### config.mk
export PLATFORM = sky130hd
export DESIGN_NAME = usb_smi_evt_reg
export DESIGN_NICKNAME = d
export VERILOG_FILES = /design/src/rtl/usb_smi_pkg.sv /design/src/rtl/usb_smi_edge_det.sv /design/src/rtl/usb_smi_evt_bank.sv /design/src/rtl/usb_smi_irq.sv /design/src/rtl/usb_smi_evt_reg.sv
export SDC_FILE = /design/constraint.sdc
export NUM_CORES = 1
export LEC_CHECK = 0
export ABC_AREA = 1
export ABC_CLOCK_PERIOD_IN_PS = 800
export BUFFER_PORTS_ARGS = -buffer_cell sky130_fd_sc_hd__buf_2
export CORE_MARGIN = 4
export CORE_UTILIZATION = 36
export DETAILED_ROUTE_END_ITERATION = 10
export PLACE_DENSITY = 0.74
export SLEW_MARGIN = 10
export SYNTH_ARGS = -nofsm -noshare
export SYNTH_HDL_FRONTEND = slang
export SYNTH_SLANG_ARGS = --single-unit
### constraint.sdc
create_clock -name clk -period 0.8 [get_ports clk]
set_input_delay 0 -clock clk [delete_from_list [all_inputs] [get_ports clk]]
set_output_delay 0 -clock clk [all_outputs]
set_load 0.02 [all_outputs]
### src/rtl/usb_smi_pkg.sv
// Package: shared layout constants for the SMI event register.
// Event index i has its status flag at bit STAT_OFS+i and its enable at bit i.
package usb_smi_pkg;
    localparam int unsigned REG_W    = 32;
    localparam int unsigned STAT_OFS = 16;
    localparam int unsigned EV_HALT  = 0;
    localparam int unsigned EV_HCRST = 1;
    localparam int unsigned EV_PER   = 2;
    localparam int unsigned EV_CF    = 3;
    localparam int unsigned EV_ASYNC = 4;
    localparam int unsigned EV_PM    = 5;
    localparam int unsigned EV_PORT0 = 6;
    // Index of each monitored level inside the edge detector vector.
    localparam int unsigned MON_PER  = 0;
    localparam int unsigned MON_CF   = 1;
    localparam int unsigned MON_HALT = 2;
    localparam int unsigned MON_RST  = 3;
    localparam int unsigned MON_W    = 4;
endpackage

### src/rtl/usb_smi_edge_det.sv
// Module: usb_smi_edge_det
// Keeps a registered copy of W monitored levels and reports per-bit changes
// and rising edges. The first cycle after reset only loads the baseline, so
// lines that are already high at reset release produce no event.
// Assumes inputs are synchronous to clk.
module usb_smi_edge_det #(
    parameter int unsigned W = 4
) (
    input  logic         clk,
    input  logic         rst_n,
    input  logic [W-1:0] sig_i,
    output logic [W-1:0] chg_o,
    output logic [W-1:0] rise_o
);
    logic [W-1:0] prev_q;
    logic         primed_q;

    // Capture the last sampled levels and mark the baseline as valid.
    always_ff @(posedge clk) begin
        if (!rst_n) begin
            prev_q   <= '0;
            primed_q <= 1'b0;
        end else begin
            prev_q   <= sig_i;
            primed_q <= 1'b1;
        end
    end

    // Compare present against previous levels once a baseline exists.
    always_comb begin
        chg_o  = '0;
        rise_o = '0;
        if (primed_q) begin
            chg_o  = sig_i ^ prev_q;
            rise_o = sig_i & ~prev_q;
        end
    end

    AST_PRIMED_HOLDS: assert property (@(posedge clk) disable iff (!rst_n)
        primed_q |=> primed_q);
    AST_RISE_IS_CHANGE: assert property (@(posedge clk) disable iff (!rst_n)
        ((rise_o & ~chg_o) == '0));
endmodule

### src/rtl/usb_smi_evt_bank.sv
// Module: usb_smi_evt_bank
// N sticky status flags. A hardware set raises a flag; a clear request
// lowers it; a set in the same cycle as a clear wins.
// Assumes set_i and clr_i are single-cycle qualified requests.
module usb_smi_evt_bank #(
    parameter int unsigned N = 10
) (
    input  logic         clk,
    input  logic         rst_n,
    input  logic [N-1:0] set_i,
    input  logic [N-1:0] clr_i,
    output logic [N-1:0] st_o
);
    for (genvar i = 0; i < N; i++) begin : g_flag
        logic flag_q;

        // Sticky flag with set priority over clear.
        always_ff @(posedge clk) begin
            if (!rst_n) begin
                flag_q <= 1'b0;
            end else if (set_i[i]) begin
                flag_q <= 1'b1;
            end else if (clr_i[i]) begin
                flag_q <= 1'b0;
            end
        end

        assign st_o[i] = flag_q;

        AST_FLAG_STICKY: assert property (@(posedge clk) disable iff (!rst_n)
            (flag_q && !clr_i[i]) |=> flag_q);
        AST_SET_WINS: assert property (@(posedge clk) disable iff (!rst_n)
            set_i[i] |=> flag_q);
    end
endmodule

### src/rtl/usb_smi_irq.sv
// Module: usb_smi_irq
// Registers the OR of status flags masked by their enables into one SMI level.
// Assumes st_i and en_i are aligned bit for bit.
module usb_smi_irq #(
    parameter int unsigned N = 10
) (
    input  logic         clk,
    input  logic         rst_n,
    input  logic [N-1:0] st_i,
    input  logic [N-1:0] en_i,
    output logic         smi_o
);
    logic pending;
    logic smi_q;

    // Any enabled status flag requests an SMI.
    always_comb pending = |(st_i & en_i);

    // Register the request so the output is glitch-free.
    always_ff @(posedge clk) begin
        if (!rst_n) smi_q <= 1'b0;
        else        smi_q <= pending;
    end

    assign smi_o = smi_q;

    AST_SMI_FOLLOWS: assert property (@(posedge clk) disable iff (!rst_n)
        (|(st_i & en_i)) |=> smi_o);
    AST_SMI_DROPS: assert property (@(posedge clk) disable iff (!rst_n)
        !(|(st_i & en_i)) |=> !smi_o);
endmodule

### src/rtl/usb_smi_evt_reg.sv
// Module: usb_smi_evt_reg (top)
// Status/enable register for USB host controller SMI events. Status flags
// sit at bit 16+i, enables at bit i, unused bits read 0. Reset only by the
// suspend-well reset rst_n; hc_reset_i is an ordinary event input.
// Assumes all inputs are synchronous to clk and NUM_PORTS <= 10.
module usb_smi_evt_reg
    import usb_smi_pkg::*;
#(
    parameter int unsigned NUM_PORTS = 4
) (
    input  logic                 clk,
    input  logic                 rst_n,
    input  logic                 wr_en_i,
    input  logic [31:0]          wr_data_i,
    output logic [31:0]          rd_data_o,
    input  logic                 per_sched_en_i,
    input  logic                 cfg_flag_i,
    input  logic                 hc_halted_i,
    input  logic                 run_stop_i,
    input  logic                 hc_reset_i,
    input  logic                 async_evt_i,
    input  logic                 pm_chg_evt_i,
    input  logic [NUM_PORTS-1:0] port_own_chg_i,
    output logic                 smi_o
);
    localparam int unsigned NUM_EV = EV_PORT0 + NUM_PORTS;

    if (NUM_EV > STAT_OFS) begin : g_bad_cfg
        $error("usb_smi_evt_reg: NUM_PORTS too large for the register");
    end

    logic [MON_W-1:0]  mon;
    logic [MON_W-1:0]  mon_chg;
    logic [MON_W-1:0]  mon_rise;
    logic [NUM_EV-1:0] ev_set;
    logic [NUM_EV-1:0] ev_clr;
    logic [NUM_EV-1:0] status;
    logic [NUM_EV-1:0] enable_q;

    // Gather monitored levels into the detector vector.
    always_comb begin
        mon           = '0;
        mon[MON_PER]  = per_sched_en_i;
        mon[MON_CF]   = cfg_flag_i;
        mon[MON_HALT] = hc_halted_i;
        mon[MON_RST]  = hc_reset_i;
    end

    usb_smi_edge_det #(.W(MON_W)) u_edge (
        .clk    (clk),
        .rst_n  (rst_n),
        .sig_i  (mon),
        .chg_o  (mon_chg),
        .rise_o (mon_rise)
    );

    // Map detected transitions and pulses onto event set requests.
    always_comb begin
        ev_set           = '0;
        ev_set[EV_HALT]  = mon_rise[MON_HALT] & ~run_stop_i;
        ev_set[EV_HCRST] = mon_rise[MON_RST];
        ev_set[EV_PER]   = mon_chg[MON_PER];
        ev_set[EV_CF]    = mon_chg[MON_CF];
        ev_set[EV_ASYNC] = async_evt_i;
        ev_set[EV_PM]    = pm_chg_evt_i;
        ev_set[EV_PORT0 +: NUM_PORTS] = port_own_chg_i;
    end

    // Write-one-to-clear requests from the status half of a write.
    always_comb ev_clr = wr_en_i ? wr_data_i[STAT_OFS +: NUM_EV] : '0;

    usb_smi_evt_bank #(.N(NUM_EV)) u_bank (
        .clk   (clk),
        .rst_n (rst_n),
        .set_i (ev_set),
        .clr_i (ev_clr),
        .st_o  (status)
    );

    // Plain read/write enable bits.
    always_ff @(posedge clk) begin
        if (!rst_n)       enable_q <= '0;
        else if (wr_en_i) enable_q <= wr_data_i[NUM_EV-1:0];
    end

    usb_smi_irq #(.N(NUM_EV)) u_irq (
        .clk   (clk),
        .rst_n (rst_n),
        .st_i  (status),
        .en_i  (enable_q),
        .smi_o (smi_o)
    );

    // Assemble read data; unimplemented positions read as zero.
    always_comb begin
        rd_data_o = '0;
        rd_data_o[NUM_EV-1:0]          = enable_q;
        rd_data_o[STAT_OFS +: NUM_EV]  = status;
    end

    if (NUM_EV < STAT_OFS) begin : g_rsv
        localparam int unsigned RSV_W = STAT_OFS - NUM_EV;
        logic unused_wr_bits;
        // Reserved write bits have no storage.
        assign unused_wr_bits = ^{wr_data_i[STAT_OFS-1:NUM_EV],
                                  wr_data_i[REG_W-1:STAT_OFS+NUM_EV]};

        AST_RSV_ZERO: assert property (@(posedge clk) disable iff (!rst_n)
            (rd_data_o[STAT_OFS-1:NUM_EV] == RSV_W'(0)) &&
            (rd_data_o[REG_W-1:STAT_OFS+NUM_EV] == RSV_W'(0)));
    end

    AST_HALT_CAUSE: assert property (@(posedge clk) disable iff (!rst_n)
        $rose(status[EV_HALT]) |-> !$past(run_stop_i));
    AST_RESET_KEEPS_EN: assert property (@(posedge clk) disable iff (!rst_n)
        !wr_en_i |=> $stable(enable_q));
endmodule

==> Flow_metrics.wiki, run 1 <==
{| class="wikitable"
! Metric !! Value
|-
| Horizontal extent of the die || 64.3 um
|-
| Hold slack || -0.0127 ns
|-
| Initial antenna violation count || 0
|-
| Port bufs || 54
|-
| Finished Layout Cells || 289
|-
| Slack of the critical path || -0.0989 ns
|-
| Post-synthesis cell area || 1140 sq um
|-
| Maximum number of pins on one net before global-route repair || 15
|-
| Largest incremental delay on the critical path || 0.35 ns
|-
| Most used flip-flop cell after synthesis || sky130_fd_sc_hd__dfxtp_1
|-
| Ys Warns || 0
|-
| Antenna Nets Post-Route || 0
|-
| Critical setup path kind || register to output port
|-
| Placed cells || 247
|-
| Type of element capturing the critical path || output port
|-
| Total clock buffers created by CTS || 3
|-
| FFs w/ async S/R, synth || 0%
|-
| R2R Setup Slk || -0.08 ns
|-
| Clk sinks || 26
|-
| Diode insertion count for antenna repair || 0
|-
| Count of final setup violators || 18
|-
| Critical path buffer and inverter count || 2
|-
| Sum of routed wire length over all layers || 3470 um
|-
| Ordered list of cells on the worst path || buf_6 -> buf_6
|-
| Per-instance average area after synthesis || 7.60 sq um
|-
| Die Outline Area || 4130 sq um
|-
| Residual DRC || 0
|-
| Remaining global-route overflow || 0
|-
| Worst Hold Class || input pin to register
|-
| Critical path data arrival time || 0.90 ns
|-
| Hold Fails Final Rpt || 3
|-
| Vias/cell || 4.16
|-
| Portion of the post-synthesis area used by sequential elements || 45.7%
|-
| Period minus WS final || 0.899 ns
|-
| Vias in the first global route || 1,247
|-
| Power density relative to cell area || 1460 nW/um^2
|-
| Slowest cell on the critical path || sky130_fd_sc_hd__dfxtp_2
|-
| Area of the placeable core || 3050 sq um
|-
| Layout Nets || 292
|-
| Number of synthesized flops with an enable pin || 0
|-
| Per-cell routed wire length || 12.0 um
|-
| Die Y-Extent || 64.3 um
|-
| Leading post-synthesis cells by cell area || sky130_fd_sc_hd__dfxtp_1, sky130_fd_sc_hd__buf_4, sky130_fd_sc_hd__nand2_1, sky130_fd_sc_hd__nor2_1, sky130_fd_sc_hd__a21oi_1
|-
| TritonCTS clock tree || done
|-
| Synth area leader || sky130_fd_sc_hd__dfxtp_1
|-
| Count of state elements after synthesis || 26
|-
| Insertion delay of the later-clocked pin in the worst-skew pair || 0.31 ns
|-
| Count of boundary I/O pins || 79
|-
| Proportion of layout cells with a drive suffix above 1 || 42.9%
|-
| Final standard cell utilization of the core || 66.9%
|-
| Clock transition at path regs || 0.15 ns
|-
| Max-slew violation count || 0
|-
| DPL Wire Length || 2050 um
|-
| Share of the clock period used by the worst path || 112%
|-
| Final clock skew || 0.00782 ns
|-
| Most prevalent standard cell on the critical path || sky130_fd_sc_hd__buf_6
|-
| Level count of the clock H-tree || 1
|-
| Area share of the largest cell type after synthesis || 45.7%
|-
| Final RePlAce weighted congestion || 0.712
|-
| Number of max-cap violations || 0
|-
| Number of instances in the synthesized netlist || 150
|-
| Most common cell in the synthesized netlist || sky130_fd_sc_hd__nand2_1
|-
| Critical-path maximum fanout || 2
|-
| Max Buffers Root-to-Sink || 2
|-
| Number of vias after detailed routing || 1,201
|-
| First-pass GRT wire length || 5530 um
|-
| Root cell of the clock tree || sky130_fd_sc_hd__clkbuf_4
|-
| Static Leak || 1.02 nW
|-
| Top cells by instance count after synthesis || sky130_fd_sc_hd__nand2_1, sky130_fd_sc_hd__nor2_1, sky130_fd_sc_hd__dfxtp_1, sky130_fd_sc_hd__buf_4, sky130_fd_sc_hd__a21oi_1
|-
| DRC violation total after the first TritonRoute iteration || 48
|-
| Area growth from synthesis to final layout || 79.3%
|-
| Site Rows || 20
|-
| Maximum achievable frequency || 1110 MHz
|-
| Required time of the worst setup path || 0.80 ns
|-
| Setup repair after global routing missed its margin || yes
|-
| Detailed Routing Iterations Pass 1 || 4
|-
| Worst vdd rail ir drop || 0.813 mV
|-
| Total routing resource utilization after global routing || 17.2%
|-
| Distinct cell type count of the synthesized netlist || 15
|-
| Startpoint type of the worst setup path || register
|-
| Failing checks || negative hold slack, negative setup slack
|-
| Final Power || 0.00298 W
|-
| Initial standard-cell utilization of the core || 37.3%
|-
| Run status || finished with violations
|-
| Dominant delay contributor by cell family on the critical path || flip-flops
|}
## area by class of cell
class / instances / area, sq um
well taps: 44 / 55.1
repair buffers: 105 / 922
multi-input cells: 102 / 450
clock buffers: 4 / 36.3
fillers: 263 / 1010
inverters: 8 / 30.0
flip-flops and latches: 26 / 549
## logic make-up after synthesis
kind of cell              count (synthesis)  share of synthesized area [%]
xor gates and xnor gates                  2                           1.54
and+or+nand+nor                          68                           22.9
buffers and inverters                    33                           20.1
AOI/OAI and AO/OA                        20                           9.44
DFF                                      26                           45.7
other                                     1                          0.329
## state kept, by name, indices dropped and copies added, names as in the netlist
| register | cells |
|---|---|
| u_bank.g_flag.flag_q | 10 |
| u_edge.prev_q | 4 |
| enable_q | 10 |
| u_edge.primed_q | 1 |
| u_irq.smi_o | 1 |
## worst register-to-register path: stages (launching register included)
cell	delay [ns]
sky130_fd_sc_hd__dfxtp_2	0.36
sky130_fd_sc_hd__buf_6	0.11
sky130_fd_sc_hd__nand2_2	0.05
sky130_fd_sc_hd__nand2_2	0.05
sky130_fd_sc_hd__nor2_1	0.09
sky130_fd_sc_hd__nand3_1	0.07
sky130_fd_sc_hd__nand2_1	0.06
sky130_fd_sc_hd__inv_1	0.03
## worst paths after layout
| kind | startpoint | to | depth (start not counted) |
|---|---|---|---|
| worst max-delay path | u_bank.g_flag[5].flag_q$_SDFFE_PN0P_ | rd_data_o[21] | 2 |
| worst max register to register | u_bank.g_flag[7].flag_q$_SDFFE_PN0P_ | u_irq.smi_o$_SDFF_PN0_ | 7 |
| worst min register to register | u_edge.prev_q[3]$_SDFF_PN0_ | u_bank.g_flag[1].flag_q$_SDFFE_PN0P_ | 2 |
| worst min-delay path | rst_n | enable_q[4]$_SDFFE_PN0P_ | 3 |
## repair_timing
action | in CTS | in global routing
gates resized for setup | 64 | 9
endpoints found under the hold margin | 25 | 1
pin swaps | 2 | 6
buffers inserted | 4 | 1
hold buffers | 33 | 3
setup endpoints to repair | 22 | 29
## power by group
| part | leakage (nW) | switching [W] | total [W] | internal [W] |
|---|---|---|---|---|
| registers | 0.223 | 0.0000682 | 0.00147 | 0.00140 |
| logic | 0.777 | 0.000384 | 0.000848 | 0.000463 |
| clock network | 0.0210 | 0.000385 | 0.000663 | 0.000278 |
## cell usage in the layout, fill, tap and decap left out, drive strengths merged
master | synthesis | routed
nand2 | 36 | 36
nand3b | 1 | 1
dfxtp | 26 | 26
nor2 | 29 | 29
xor2 | 2 | 2
dlygate4sd3 | 0 | 35
clkbuf | 0 | 4
o21ai | 10 | 10
buf | 25 | 70
conb | 1 | 12
a21oi | 10 | 10
nand3 | 2 | 2
inv | 8 | 8
## routing by layer
| metal | global-route usage (%) | up-vias | wire [um] |
|---|---|---|---|
| met2 | 33.0 | 39 | 1930 |
| li1 | - | 622 | - |
| met3 | 2.99 | 4 | 190 |
| met4 | 6.86 | 0 | 34 |
| met1 | 18.2 | 536 | 1310 |
| met5 | 0 | - | 0 |
## through the flow
step / setup WS (ns) / setup TNS [ns] / area [sq um] / hold slack, ns
after global routing: -0.143 / -1.86 / 2040 / 0.00800
after global placement: -0.0546 / -0.0546 / 1430 / 0.196
after detailed placement: -0.0517 / -0.0517 / 1430 / 0.199
after floorplan: 0.000264 / 0 / 1190 / 0.0277
final: -0.0989 / -0.961 / 2040 / -0.0127
after CTS: -0.107 / -1.12 / 1990 / 0.00810
No activity file was read; power rests on OpenSTA's default activity.
==> run 2, diff against run 1 <==
--- a/config.mk
+++ b/config.mk
@@ -9,9 +9,8 @@
 export ABC_CLOCK_PERIOD_IN_PS = 800
 export BUFFER_PORTS_ARGS = -buffer_cell sky130_fd_sc_hd__buf_2
 export CORE_MARGIN = 4
-export CORE_UTILIZATION = 36
+export CORE_UTILIZATION = 28
 export DETAILED_ROUTE_END_ITERATION = 10
-export PLACE_DENSITY = 0.74
 export SLEW_MARGIN = 10
 export SYNTH_ARGS = -nofsm -noshare
 export SYNTH_HDL_FRONTEND = slang
==> Flow_metrics.wiki, run 2 (same netlist as run 1, synthesis figures left out) <==
{| class="wikitable"
! Metric !! Value
|-
| Ordered list of cells on the worst path || buf_6 -> buf_6
|-
| Residual DRC || 0 (unchanged)
|-
| Startpoint type of the worst setup path || register
|-
| Most frequent standard cell in the layout excluding fill and tap cells || sky130_fd_sc_hd__nand2_1
|-
| Count of final setup violators || 11 (-7)
|-
| Site Rows || 22 (+10%)
|-
| First-pass GRT wire length || 4880 um (-12%)
|-
| Number of max-cap violations || 0 (unchanged)
|-
| Worst Hold Class || input pin to register
|-
| Sum of routed wire length over all layers || 3070 um (-11%)
|-
| Port bufs || 54 (unchanged)
|-
| Maximum number of pins on one net before global-route repair || 16 (+1)
|-
| Diode insertion count for antenna repair || 0 (unchanged)
|-
| Final clock skew || 0.00100 ns (-0.00682 ns)
|-
| Initial antenna violation count || 0 (unchanged)
|-
| Leading cell types in the layout, fill and taps excluded || sky130_fd_sc_hd__nand2_1, sky130_fd_sc_hd__buf_2, sky130_fd_sc_hd__nor2_1
|-
| Total clock buffers created by CTS || 3 (unchanged)
|-
| Largest registers ranked by flip-flop count || enable_q x10, u_bank.g_flag.flag_q x10, u_edge.prev_q x4
|-
| Proportion of layout cells with a drive suffix above 1 || 42.9% (unchanged)
|-
| TritonCTS clock tree || done
|-
| Count of boundary I/O pins || 79 (unchanged)
|-
| Slowest cell on the critical path || sky130_fd_sc_hd__dfxtp_2
|-
| Crit path to || rd_data_o[0]
|-
| Max-slew violation count || 0 (unchanged)
|-
| Hold Fails Final Rpt || 0 (-3)
|-
| Largest incremental delay on the critical path || 0.34 ns (about the same)
|-
| Area growth from synthesis to final layout || 64.3%
|-
| Area of the placeable core || 3800 sq um (+24%)
|-
| Share of the clock period used by the worst path || 104% (-8.1 points)
|-
| R2R Setup Slk || -0.02 ns (+0.06 ns)
|-
| Die Outline Area || 5160 sq um (+25%)
|-
| Vias in the first global route || 1,087 (-13%)
|-
| DRC violation total after the first TritonRoute iteration || 24 (-50%)
|-
| Worst vdd rail ir drop || 0.610 mV (-25%)
|-
| Static Leak || 0.951 nW (-6.8%)
|-
| DPL Wire Length || 2140 um (+4.6%)
|-
| Total routing resource utilization after global routing || 12.1% (-5.1 points)
|-
| Critical path data arrival time || 0.83 ns (-0.07 ns)
|-
| Initial standard-cell utilization of the core || 30.0% (-7.3 points)
|-
| Die Y-Extent || 71.8 um (+12%)
|-
| Insertion delay of the later-clocked pin in the worst-skew pair || 0.26 ns (-0.05 ns)
|-
| Worst Reg-to-Reg Cells || 6 (-1)
|-
| Worst R2R End || u_irq.smi_o$_SDFF_PN0_
|-
| Detailed Routing Iterations Pass 1 || 4 (unchanged)
|-
| Critical-path maximum fanout || 2 (unchanged)
|-
| Max Buffers Root-to-Sink || 2 (unchanged)
|-
| Level count of the clock H-tree || 1 (unchanged)
|-
| Layout Nets || 279 (-4.5%)
|-
| Antenna Nets Post-Route || 0 (unchanged)
|-
| Critical setup path kind || register to output port
|-
| Final RePlAce weighted congestion || 0.706 (-0.86%)
|-
| Horizontal extent of the die || 71.8 um (+12%)
|-
| Root cell of the clock tree || sky130_fd_sc_hd__clkbuf_8
|-
| Clock transition at path regs || 0.09 ns (-0.06 ns)
|-
| Hold slack || 0.0305 ns (+0.0432 ns)
|-
| Power density relative to cell area || 1560 nW/um^2 (+7.2%)
|-
| Vias/cell || 3.99 (-4.1%)
|-
| Maximum achievable frequency || 1200 MHz (+7.8%)
|-
| Per-cell routed wire length || 11.0 um (-8.3%)
|-
| Clk sinks || 26 (unchanged)
|-
| Run status || finished with violations
|-
| R2R Path Start || enable_q[1]$_SDFFE_PN0P_
|-
| Required time of the worst setup path || 0.80 ns (about the same)
|-
| Timing startpoint of the critical path || enable_q[0]$_SDFFE_PN0P_
|-
| Failing checks || negative setup slack
|-
| Period minus WS final || 0.834 ns (-0.0650 ns)
|-
| Most prevalent standard cell on the critical path || sky130_fd_sc_hd__buf_6
|-
| Type of element capturing the critical path || output port
|-
| Slack of the critical path || -0.0339 ns (+0.0650 ns)
|-
| Setup repair after global routing missed its margin || yes
|-
| Number of vias after detailed routing || 1,112 (-7.4%)
|-
| Pre-CTS worst setup slack || -0.0248 ns (+0.0269 ns)
|-
| Remaining global-route overflow || 0 (unchanged)
|}
run 2: cell count changes in the layout (fill, tap and decap cells not counted), moves of 2 or more:
cell                            previous run  this run
sky130_fd_sc_hd__a21oi_2                   3         1
sky130_fd_sc_hd__buf_4                     5        14
sky130_fd_sc_hd__dlygate4sd3_1            35        25
sky130_fd_sc_hd__a21oi_1                   7         9
sky130_fd_sc_hd__clkbuf_4                  3         0
sky130_fd_sc_hd__buf_6                    31        21
sky130_fd_sc_hd__clkbuf_8                  1         3
run 2: layer usage:
metal | vias up | wire, um | track usage (%)
met3 | 2 | 224 | 2.95
li1 | 596 | - | -
met4 | 0 | 17 | 4.38
met5 | - | 0 | 0
met2 | 33 | 1510 | 20.3
met1 | 481 | 1310 | 14.9
run 2: cell type report:
type                       instances  area [sq um]
clock buffer                       3          41.3
sequential                        26           547
timing repair buffer              92           752
fill                             380          1930
multi-input combinational        102           443
inverter                           8          30.0
tap                               48          60.1
run 2: report_power, final:
group / internal [W] / switching, W / total (W)
sequential: 0.00140 / 0.0000576 / 0.00145
clock: 0.000337 / 0.000387 / 0.000723
combinational: 0.000389 / 0.000359 / 0.000748
total: 0.00212 / 0.000803 / 0.00293
run 2: how the worst min path moves through the flow:
stage	from	end	slack [ns]	cells after the start
2_1_floorplan	rst_n	u_edge.primed_q$_DFF_P_	0.03	0
3_3_place_gp	hc_halted_i	u_edge.prev_q[2]$_SDFF_PN0_	0.20	3
3_5_place_dp	hc_halted_i	u_edge.prev_q[2]$_SDFF_PN0_	0.20	3
4_1_cts	wr_data_i[21]	u_bank.g_flag[5].flag_q$_SDFFE_PN0P_	0.02	4
5_1_grt	wr_data_i[20]	u_bank.g_flag[4].flag_q$_SDFFE_PN0P_	0.04	4
6_report	wr_data_i[21]	u_bank.g_flag[5].flag_q$_SDFFE_PN0P_	0.03	4
run 2: repair_timing:
item	in CTS	in global routing
hold endpoints to repair	24	0
buffers inserted	1	1
resized for setup	41	18
setup endpoints to repair	14	24
pin swaps	5	6
hold buffers	25	0
run 2: worst max-delay path: cells and delay by family, from the launching register on:
| family | cells | cell delay, ns |
|---|---|---|
| buffers and inverters | 2 | 0.23 |
| DFF | 1 | 0.34 |
run 2: through the flow:
step | instance area, sq um | util [%] | setup TNS (ns) | instances | total power, W
floorplan | 1190 | - | 0 | 161 | 0.00187
global placement | 1420 | 37.4 | -0.0215 | 251 | 0.00202
detailed placement | 1420 | 37.4 | -0.0248 | 251 | 0.00202
CTS | 1840 | 48.3 | -0.344 | 280 | 0.00294
global route | 1870 | 49.3 | -0.678 | 279 | 0.00310
finish | 1870 | 49.3 | -0.256 | 279 | 0.00293
==> run 3, diff against run 2 <==
--- a/config.mk
+++ b/config.mk
@@ -8,6 +8,7 @@
 export ABC_AREA = 1
 export ABC_CLOCK_PERIOD_IN_PS = 800
 export BUFFER_PORTS_ARGS = -buffer_cell sky130_fd_sc_hd__buf_2
+export CORE_ASPECT_RATIO = 1.5
 export CORE_MARGIN = 4
 export CORE_UTILIZATION = 28
 export DETAILED_ROUTE_END_ITERATION = 10
==> Flow_metrics.wiki, run 3 (same netlist as run 1, synthesis figures left out) <==
{| class="wikitable"
! Metric !! Value
|-
| Initial antenna violation count || 0 (unchanged)
|-
| Final RePlAce weighted congestion || 0.710 (+0.61%)
|-
| Failing checks || negative setup slack
|-
| Initial standard-cell utilization of the core || 29.0% (-0.96 points)
|-
| Critical path data arrival time || 1.03 ns (+0.20 ns)
|-
| Critical setup path kind || register to register
|-
| Count of boundary I/O pins || 79 (unchanged)
|-
| Proportion of layout cells with a drive suffix above 1 || 44.0% (+1.1 points)
|-
| Clock transition at path regs || 0.09 ns (about the same)
|-
| Per-cell routed wire length || 10.7 um (-3.0%)
|-
| Critical-path maximum fanout || 3 (+1)
|-
| Detailed Routing Iterations Pass 1 || 4 (unchanged)
|-
| Die Y-Extent || 86.1 um (+20%)
|-
| DPL Wire Length || 2180 um (+1.8%)
|-
| Area growth from synthesis to final layout || 64.8%
|-
| Maximum achievable frequency || 1170 MHz (-2.3%)
|-
| Number of vias after detailed routing || 1,137 (+2.2%)
|-
| Level count of the clock H-tree || 1 (unchanged)
|-
| Final standard cell utilization of the core || 47.9% (-1.4 points)
|-
| Vias/cell || 4.10 (+3.0%)
|-
| Final clock skew || 0.00125 ns (+0.000242 ns)
|-
| TNS Setup || -0.236 ns (+0.0205 ns)
|-
| Diode insertion count for antenna repair || 0 (unchanged)
|-
| Max-slew violation count || 0 (unchanged)
|-
| Setup repair after global routing missed its margin || yes
|-
| Type of element capturing the critical path || register
|-
| Hold Fails Final Rpt || 0 (unchanged)
|-
| Maximum number of pins on one net before global-route repair || 15 (-1)
|-
| Antenna Nets Post-Route || 0 (unchanged)
|-
| Sum of routed wire length over all layers || 2960 um (-3.7%)
|-
| Insertion delay of the later-clocked pin in the worst-skew pair || 0.26 ns (about the same)
|-
| Total clock buffers created by CTS || 3 (unchanged)
|-
| Area of the placeable core || 3920 sq um (+3.3%)
|-
| Port bufs || 54 (unchanged)
|-
| Number of max-cap violations || 0 (unchanged)
|-
| Largest registers ranked by flip-flop count || enable_q x10, u_bank.g_flag.flag_q x10, u_edge.prev_q x4
|-
| Slack of the critical path || -0.0537 ns (-0.0198 ns)
|-
| Horizontal extent of the die || 60.1 um (-16%)
|-
| Site Rows || 28 (+27%)
|-
| Leading cell types in the layout, fill and taps excluded || sky130_fd_sc_hd__nand2_1, sky130_fd_sc_hd__buf_2, sky130_fd_sc_hd__nor2_1
|-
| Count of final setup violators || 10 (-1)
|-
| DRC violation total after the first TritonRoute iteration || 9 (-63%)
|-
| Clk sinks || 26 (unchanged)
|-
| Die Outline Area || 5180 sq um (+0.41%)
|-
| TritonCTS clock tree || done
|-
| Root cell of the clock tree || sky130_fd_sc_hd__clkbuf_8
|-
| Period minus WS final || 0.854 ns (+0.0198 ns)
|-
| Static Leak || 0.967 nW (+1.7%)
|-
| Vias in the first global route || 1,144 (+5.2%)
|-
| Residual DRC || 0 (unchanged)
|-
| Power density relative to cell area || 1610 nW/um^2 (+3.1%)
|-
| Total routing resource utilization after global routing || 12.0% (-0.14 points)
|-
| First-pass GRT wire length || 4780 um (-2.0%)
|-
| Max Buffers Root-to-Sink || 2 (unchanged)
|-
| Worst Hold Class || input pin to register
|-
| Remaining global-route overflow || 0 (unchanged)
|-
| Required time of the worst setup path || 0.97 ns (+0.17 ns)
|-
| Layout Nets || 279 (unchanged)
|-
| Count of filler cells inserted in the layout || 405 (+6.6%)
|-
| Pre-CTS worst setup slack || -0.0580 ns (-0.0332 ns)
|-
| Worst vdd rail ir drop || 0.834 mV (+37%)
|-
| Run status || finished with violations
|-
| Share of the clock period used by the worst path || 107% (+2.5 points)
|-
| Startpoint type of the worst setup path || register
|}
-- run 3: cell types whose count changed in the layout (fill, tap and decap cells not counted), sizes merged --
cell / before / now
dlymetal6s4s: 0 / 1
clkbuf: 3 / 4
buf: 67 / 68
dlygate4sd3: 25 / 23
-- run 3: metrics by stage --
stage | hold WS [ns] | total power, W | cells | cell area (sq um)
final | 0.00693 | 0.00303 | 277 | 1880
after global routing | 0.00982 | 0.00319 | 277 | 1880
after CTS | 0.00181 | 0.00305 | 276 | 1830
after detailed placement | 0.206 | 0.00204 | 249 | 1440
after global placement | 0.193 | 0.00203 | 249 | 1440
after floorplan | 0.0277 | 0.00187 | 161 | 1190
-- run 3: metal layers --
metal	global-route usage [%]	wire length, um	share of wire [%]
met5	0	0	0
met1	12.5	1070	36
met4	3.63	14	0.47
met2	22.8	1680	57
met3	2.26	189	6.4
-- run 3: worst paths after layout --
kind,start,to,slack (ns),cells past startpoint
worst max register to register,enable_q[2]$_SDFFE_PN0P_,u_irq.smi_o$_SDFF_PN0_,-0.05,6
worst max-delay path,enable_q[2]$_SDFFE_PN0P_,u_irq.smi_o$_SDFF_PN0_,-0.05,6
worst min-delay path,wr_data_i[16],u_bank.g_flag[0].flag_q$_SDFFE_PN0P_,0.007,4
worst min register to register,enable_q[8]$_SDFFE_PN0P_,enable_q[8]$_SDFFE_PN0P_,0.50,2
-- run 3: cell type report --
cell class	instances	area, sq um	area share (%)
Clock buffer	4	55.1	2.93
Sequential cell	26	547	29.1
Inverter	8	30.0	1.60
Tap cell	45	56.3	3.00
Timing Repair Buffer	92	742	39.5
Multi-Input combinational cell	102	448	23.9
-- run 3: timing repair --
action | 4_1_cts | 5_1_grt
endpoints found under the hold margin | 24 | 0
setup endpoints to repair | 17 | 21
hold buffers | 24 | 0
setup buffers | 0 | 2
pin swaps | 0 | 4
resized for setup | 40 | 15
-- run 3: where the power goes --
| group | switching (W) | leakage [nW] | total [W] | internal (W) |
|---|---|---|---|---|
| registers | 0.0000577 | 0.222 | 0.00145 | 0.00140 |
| logic | 0.000359 | 0.716 | 0.000740 | 0.000382 |
| clock network | 0.000391 | 0.0288 | 0.000830 | 0.000439 |
-- run 3: worst max-delay path: stages (launching register included) --
cell	delay [ns]
sky130_fd_sc_hd__dfxtp_2	0.34
sky130_fd_sc_hd__nand2_1	0.07
sky130_fd_sc_hd__nand2_1	0.08
sky130_fd_sc_hd__nor2_2	0.11
sky130_fd_sc_hd__nand3_1	0.08
sky130_fd_sc_hd__nand2_1	0.06
sky130_fd_sc_hd__inv_1	0.03
